[src/rtl/bfly_pkg.sv]
package bfly_pkg;

    localparam int CW = 16;

    typedef logic signed [CW-1:0] smp_t;

    // real part occupies the upper half of the packed word
    typedef struct packed {
        smp_t re;
        smp_t im;
    } cpx_t;

    typedef logic signed [2*CW:0] wide_t;

    typedef enum logic {
        PH_OPEN   = 1'b0,
        PH_FINISH = 1'b1
    } ph_e;

    function automatic wide_t mulw(input smp_t p, input smp_t q);
        wide_t wp;
        wide_t wq;
        wp = wide_t'(p);
        wq = wide_t'(q);
        return wp * wq;
    endfunction

    // round half up, then drop the Q15 fraction
    function automatic smp_t rnd_q(input wide_t s);
        wide_t t;
        t = s + wide_t'(1 <<< (CW - 2));
        t = t >>> (CW - 1);
        return t[CW-1:0];
    endfunction

    function automatic cpx_t bf_add(input cpx_t a, input smp_t pr, input smp_t pi);
        cpx_t r;
        r.re = a.re + pr;
        r.im = a.im + pi;
        return r;
    endfunction

    function automatic cpx_t bf_sub(input cpx_t a, input smp_t pr, input smp_t pi);
        cpx_t r;
        r.re = a.re - pr;
        r.im = a.im - pi;
        return r;
    endfunction

endpackage

[src/rtl/bfly_dp.sv]
module bfly_dp
    import bfly_pkg::*;
#(
    parameter bit HALF = 1'b0
) (
    input  logic clk,
    input  logic rst,
    input  logic take,
    input  cpx_t a,
    input  cpx_t b,
    input  cpx_t w,
    output logic rdy,
    output logic ov,
    output cpx_t x,
    output cpx_t y
);

    generate
        if (!HALF) begin : g_full
            smp_t pr;
            smp_t pi;

            always_comb begin
                pr = rnd_q(mulw(b.re, w.re) - mulw(b.im, w.im));
                pi = rnd_q(mulw(b.re, w.im) + mulw(b.im, w.re));
            end

            assign rdy = 1'b1;

            always_ff @(posedge clk) begin
                if (rst) begin
                    ov <= 1'b0;
                    x  <= '0;
                    y  <= '0;
                end else begin
                    ov <= take;
                    if (take) begin
                        x <= bf_add(a, pr, pi);
                        y <= bf_sub(a, pr, pi);
                    end
                end
            end

            a_r2_next_cycle: assert property (@(posedge clk) disable iff (rst)
                take |=> ov);

        end else begin : g_half
            ph_e   ph;
            cpx_t  sa;
            cpx_t  sb;
            cpx_t  sw;
            wide_t re_s;
            wide_t m0;
            wide_t m1;
            logic  fin;

            assign fin = (ph == PH_FINISH);

            // two shared multipliers: real-part terms from the live inputs,
            // imaginary-part terms from the held operands one cycle later
            always_comb begin
                m0 = mulw(fin ? sb.re : b.re, fin ? sw.im : w.re);
                m1 = mulw(fin ? sb.im : b.im, fin ? sw.re : w.im);
            end

            assign rdy = !fin;

            always_ff @(posedge clk) begin
                if (rst) begin
                    ph   <= PH_OPEN;
                    ov   <= 1'b0;
                    sa   <= '0;
                    sb   <= '0;
                    sw   <= '0;
                    re_s <= '0;
                    x    <= '0;
                    y    <= '0;
                end else begin
                    ov <= 1'b0;
                    if (fin) begin
                        ov <= 1'b1;
                        x  <= bf_add(sa, rnd_q(re_s), rnd_q(m0 + m1));
                        y  <= bf_sub(sa, rnd_q(re_s), rnd_q(m0 + m1));
                        ph <= PH_OPEN;
                    end else if (take) begin
                        sa   <= a;
                        sb   <= b;
                        sw   <= w;
                        re_s <= m0 - m1;
                        ph   <= PH_FINISH;
                    end
                end
            end

            a_r3_gap: assert property (@(posedge clk) disable iff (rst)
                take |=> !rdy);

            a_r3_two_cycles: assert property (@(posedge clk) disable iff (rst)
                take |=> ##1 ov);
        end
    endgenerate

endmodule

[src/rtl/bfly_chk.sv]
module bfly_chk
    import bfly_pkg::*;
#(
    parameter int LOG2N = 3
) (
    input  logic clk,
    input  logic rst,
    input  logic clear,
    input  cpx_t refp,
    input  logic ov,
    input  logic last,
    input  cpx_t x,
    input  cpx_t y,
    output logic done,
    output logic error,
    output logic replay
);

    localparam int AW = CW + LOG2N + 1;
    localparam logic signed [AW-1:0] TOL = AW'(1 << LOG2N);

    typedef logic signed [AW-1:0] acc_t;

    function automatic acc_t ext(input smp_t v);
        return {{(AW-CW){v[CW-1]}}, v};
    endfunction

    acc_t acc_re;
    acc_t acc_im;
    acc_t nre;
    acc_t nim;
    acc_t dre;
    acc_t dim;
    cpx_t ref_q;
    logic bad;

    always_comb begin
        nre = acc_re + ext(x.re) + ext(y.re);
        nim = acc_im + ext(x.im) + ext(y.im);
        dre = (nre >>> LOG2N) - ext(ref_q.re);
        dim = (nim >>> LOG2N) - ext(ref_q.im);
        bad = (dre > TOL) || (dre < -TOL) || (dim > TOL) || (dim < -TOL);
    end

    always_ff @(posedge clk) begin
        if (rst) begin
            acc_re <= '0;
            acc_im <= '0;
            ref_q  <= '0;
            done   <= 1'b0;
            error  <= 1'b0;
            replay <= 1'b0;
        end else begin
            done  <= 1'b0;
            error <= 1'b0;
            if (ov) begin
                acc_re <= nre;
                acc_im <= nim;
            end
            if (last) begin
                done  <= 1'b1;
                error <= bad;
                if (bad) replay <= 1'b1;
            end
            if (clear) begin
                acc_re <= '0;
                acc_im <= '0;
                ref_q  <= refp;
                replay <= 1'b0;
            end
        end
    end

    a_r5_done_pulse: assert property (@(posedge clk) disable iff (rst)
        done |=> !done);

    a_r7_err_with_done: assert property (@(posedge clk) disable iff (rst)
        error |-> done);

    a_r8_replay_hold: assert property (@(posedge clk) disable iff (rst)
        (replay && !clear) |=> replay);

    a_r8_replay_clear: assert property (@(posedge clk) disable iff (rst)
        clear |=> !replay);

endmodule

[src/rtl/fft_bfly_guard.sv]
module fft_bfly_guard
    import bfly_pkg::*;
#(
    parameter int LOG2N     = 3,
    parameter bit HALF_RATE = 1'b0
) (
    input  logic        clk,
    input  logic        rst,
    input  logic        start,
    input  logic [31:0] first_pt,
    input  logic        in_valid,
    output logic        in_ready,
    input  logic [31:0] a_pt,
    input  logic [31:0] b_pt,
    input  logic [31:0] tw_pt,
    output logic        out_valid,
    output logic [31:0] x_pt,
    output logic [31:0] y_pt,
    output logic        done,
    output logic        error,
    output logic        replay
);

    localparam int PAIRS = 1 << (LOG2N - 1);
    localparam logic [LOG2N-1:0] PAIRS_V = LOG2N'(PAIRS);
    localparam logic [LOG2N-1:0] LAST_V  = LOG2N'(PAIRS - 1);

    logic             run;
    logic [LOG2N-1:0] in_cnt;
    logic [LOG2N-1:0] out_cnt;
    logic             dp_rdy;
    logic             dp_ov;
    logic             take;
    logic             last;
    cpx_t             dx;
    cpx_t             dy;

    assign in_ready  = run && (in_cnt != PAIRS_V) && dp_rdy;
    assign take      = in_valid && in_ready;
    assign last      = dp_ov && (out_cnt == LAST_V);
    assign out_valid = dp_ov;
    assign x_pt      = dx;
    assign y_pt      = dy;

    always_ff @(posedge clk) begin
        if (rst) begin
            run     <= 1'b0;
            in_cnt  <= '0;
            out_cnt <= '0;
        end else begin
            if (take)  in_cnt  <= in_cnt + 1'b1;
            if (dp_ov) out_cnt <= out_cnt + 1'b1;
            if (last)  run     <= 1'b0;
            if (start) begin
                run     <= 1'b1;
                in_cnt  <= '0;
                out_cnt <= '0;
            end
        end
    end

    bfly_dp #(.HALF(HALF_RATE)) u_dp (
        .clk  (clk),
        .rst  (rst),
        .take (take),
        .a    (cpx_t'(a_pt)),
        .b    (cpx_t'(b_pt)),
        .w    (cpx_t'(tw_pt)),
        .rdy  (dp_rdy),
        .ov   (dp_ov),
        .x    (dx),
        .y    (dy)
    );

    bfly_chk #(.LOG2N(LOG2N)) u_chk (
        .clk    (clk),
        .rst    (rst),
        .clear  (start),
        .refp   (cpx_t'(first_pt)),
        .ov     (dp_ov),
        .last   (last),
        .x      (dx),
        .y      (dy),
        .done   (done),
        .error  (error),
        .replay (replay)
    );

    a_r4_out_needs_take: assert property (@(posedge clk) disable iff (rst)
        out_valid |-> (in_cnt != '0));

    a_r5_done_after_last: assert property (@(posedge clk) disable iff (rst)
        last |=> done);

endmodule

[config.mk]
export PLATFORM = sky130hd
export DESIGN_NAME = fft_bfly_guard
export DESIGN_NICKNAME = d
export VERILOG_FILES = /design/src/rtl/bfly_pkg.sv /design/src/rtl/bfly_dp.sv /design/src/rtl/bfly_chk.sv /design/src/rtl/fft_bfly_guard.sv
export SDC_FILE = /design/constraint.sdc
export NUM_CORES = 2
export LEC_CHECK = 0
export BUFFER_PORTS_ARGS = -buffer_cell sky130_fd_sc_hd__buf_4
export CAP_MARGIN = 20
export CORE_MARGIN = 2
export CORE_UTILIZATION = 40
export CTS_BUF_LIST = sky130_fd_sc_hd__clkbuf_4
export CTS_CLUSTER_DIAMETER = 200
export DETAILED_ROUTE_END_ITERATION = 16
export GPL_TIMING_DRIVEN = 0
export PLACE_DENSITY_LB_ADDON = 0.15
export REMOVE_ABC_BUFFERS = 1
export SLEW_MARGIN = 5
export SYNTH_ARGS = -nofsm -noshare
export SYNTH_HDL_FRONTEND = slang
export SYNTH_HIERARCHICAL = 1
export SYNTH_SLANG_ARGS = --single-unit
[constraint.sdc]
create_clock -name clk -period 24.9 [get_ports clk]
set_input_delay 2.49 -clock clk [delete_from_list [all_inputs] [get_ports clk]]
set_output_delay 2.49 -clock clk [all_outputs]
set_load 0.01 [all_outputs]
==> metrics.cfg <==
[cts]
cts_sinks = 145
post_cts_buffers = 0
clkLatencyLatePin_ns = 0.70
clk_pin_slew_ns = 0.19
cts_tree = built
cts_made_buffers = 17
htreeDepth = 4
ctsResizeCount = 0
cts_root_buf = clkbuf_4
max-clock-path-buffers = 2
cts_hold_buffers = 0

[sta]
rsz0062_at_grt = no
setup_viol = 0
fin_skew_ns = 0.0523
slew_viol_final = 0
period_minus_slack_ns = 11.97
maxSlewHeadroom = 0.324
finalCritPeriodShare = 0.481
fmax_ghz = 0.0836
setup_tns_ns = 0
worst_slew_pin_slew_ns = 1.01
hold_violations = 0

[floorplanning]
start_util = 0.404
die_x_microns = 360
core_sq_um = 126000
die_h_microns = 360
rows = 130
ios = 201
die-area_sq_um = 130000

[synth]
synth_warnings = 6
yosysUniqueCellTypes = 87
synthArstFlopShare = 0
synthFlopType = dfxtp_1
netlist_area_sq_um = 50800
synth_cells = 5538
synth_edf_count = 0
yosysSeqAreaShare = 0.0571
synth_seq_cells = 145
syn_area_per_cell_sq_um = 9.18

[global_routing]
grt_pass1_vias = 37800
grt_remaining_overflow = 0
antenna_found_initial = 11
grt_usage = 0.209
grt_start_max_net_pins = 105
grt_first_pass_wirelength_mm = 214

[finish]
fillCellCount = 12600
multiInputGateArea_sq_um = 41900
utilization = 0.428
final_area_sq_um = 53900
drive_gt1_frac = 0.0524
regArea_sq_um = 2910
nNetsFinal = 7258
area_growth_pct = 6.11

[setup_path]
worst-setup-path-type = primary input to flip-flop
critPathMaxStageDelay_ns = 0.68
worst_setup_path_end_kind = flip-flop
crit_family = adder cells
required_ns = 25.54
worst_path_max_delay_cell = inv_1
crit_arrival_ns = 12.61
worst-path-max-fanout = 33
cp-start-kind = primary input
cp_common_cell = fa_1
path_buf_inv = 6

[placement]
hpwl_mm = 105
place_area_sq_um = 53600
routabilityCongestion = 0.838
io_buffer_count = 200

[job]
cap_violations = 0

[route]
via_per_inst = 4.86
drt_pass1_iterations = 5
drc = 0
vias = 35000
wirelength_mm = 131
wl_per_cell_microns = 18.2
ant_nets = 0
drt_iter0_drc = 1645

[run_status]
status = finished clean

[worst_hold_path]
min_path_type = flip-flop to flip-flop

placed cells by master, fill, tap and decap left out, types with 43 or more instances in the layout:
| cell | instances |
|---|---|
| a21oi_1 | 106 |
| nand2_1 | 478 |
| nor2b_1 | 50 |
| ha_1 | 437 |
| o21ai_0 | 44 |
| dfxtp_1 | 144 |
| mux2i_1 | 99 |
| a21o_1 | 43 |
| xor2_1 | 53 |
| fa_1 | 1166 |
| inv_1 | 1352 |
| xnor2_1 | 138 |
| nor2_1 | 215 |
| buf_4 | 201 |
| and2_1 | 539 |
routing by layer:
layer	global-route usage	wire length (microns)
met5	0	0
met3	0.0152	3900
met1	0.304	64000
met4	0.0296	1210
met2	0.349	62100
state kept, by name, summed over array words and instances, names as in the netlist:
signal / cells
u_dp/ov: 1
out_cnt: 3
u_chk/ref_q: 32
u_chk/acc_re: 20
run: 1
u_dp/x: 31
u_chk/acc_im: 20
in_cnt: 3
u_chk/replay: 1
u_chk/done: 1
u_chk/error: 1
u_dp/y: 31
tightest hold or removal path: cells and delay by family (launching register included):
family	cells	cell delay, ns
AND/OR/NAND/NOR	1	0.06
AO/OA/AOI/OAI	1	0.06
flip-flops	1	0.35
through the flow:
step | setup slack, ns | std cells | hold WS [ns]
2_1_floorplan | 14.32 | 5296 | 0.451
3_3_place_gp | 12.05 | 7146 | 0.441
3_5_place_dp | 12.10 | 7153 | 0.452
4_1_cts | 12.92 | 7185 | 0.478
5_1_grt | 12.47 | 7189 | 0.517
6_report | 12.93 | 7198 | 0.480
synthesized netlist by cell type (53+ instances only):
| cell | n | area, sq um |
|---|---|---|
| and2_1 | 539 | 3370 |
| clkbuf_1 | 234 | 878 |
| inv_1 | 1352 | 5070 |
| xnor2_1 | 138 | 1210 |
| a21oi_1 | 106 | 531 |
| nand2_1 | 478 | 1790 |
| mux2i_1 | 99 | 991 |
| fa_1 | 1166 | 23300 |
| nor2_1 | 215 | 807 |
| ha_1 | 437 | 5470 |
| xor2_1 | 53 | 464 |
| dfxtp_1 | 145 | 2900 |
final timing paths:
path,startpoint,to,slack [ns],cells after the start
max reg2reg,u_dp/x[16]$_SDFFE_PP0P_,u_chk/replay$_SDFFE_PP0P_,18.31,24
min,u_chk/replay$_SDFFE_PP0P_,u_chk/replay$_SDFFE_PP0P_,0.48,2
min reg2reg,u_chk/replay$_SDFFE_PP0P_,u_chk/replay$_SDFFE_PP0P_,0.48,2
max,b_pt[15],u_dp/x[15]$_SDFFE_PP0P_,12.93,31
area by class of cell:
class,count,share of cell area
antenna,12,0.000557
clock buffer,17,0.00237
clock inverter,15,0.00309
multi-input combinational,3795,0.777
tap,1650,0.0383
timing repair buffer,208,0.0304
inverter,1356,0.0944
sequential,145,0.0539
logic make-up after synthesis:
family,share of synthesized area
AOI/OAI and AO/OA,0.0551
muxes,0.0195
other,0.0000738
DFF,0.0571
adders and majority gates,0.567
xor gates and xnor gates,0.0337
and+or+nand+nor,0.149
buffers and inverters,0.118
Power is left out: the tool's default activity adds up to more than one toggle a clock period on the data nets, which glitch-free logic cannot reach.
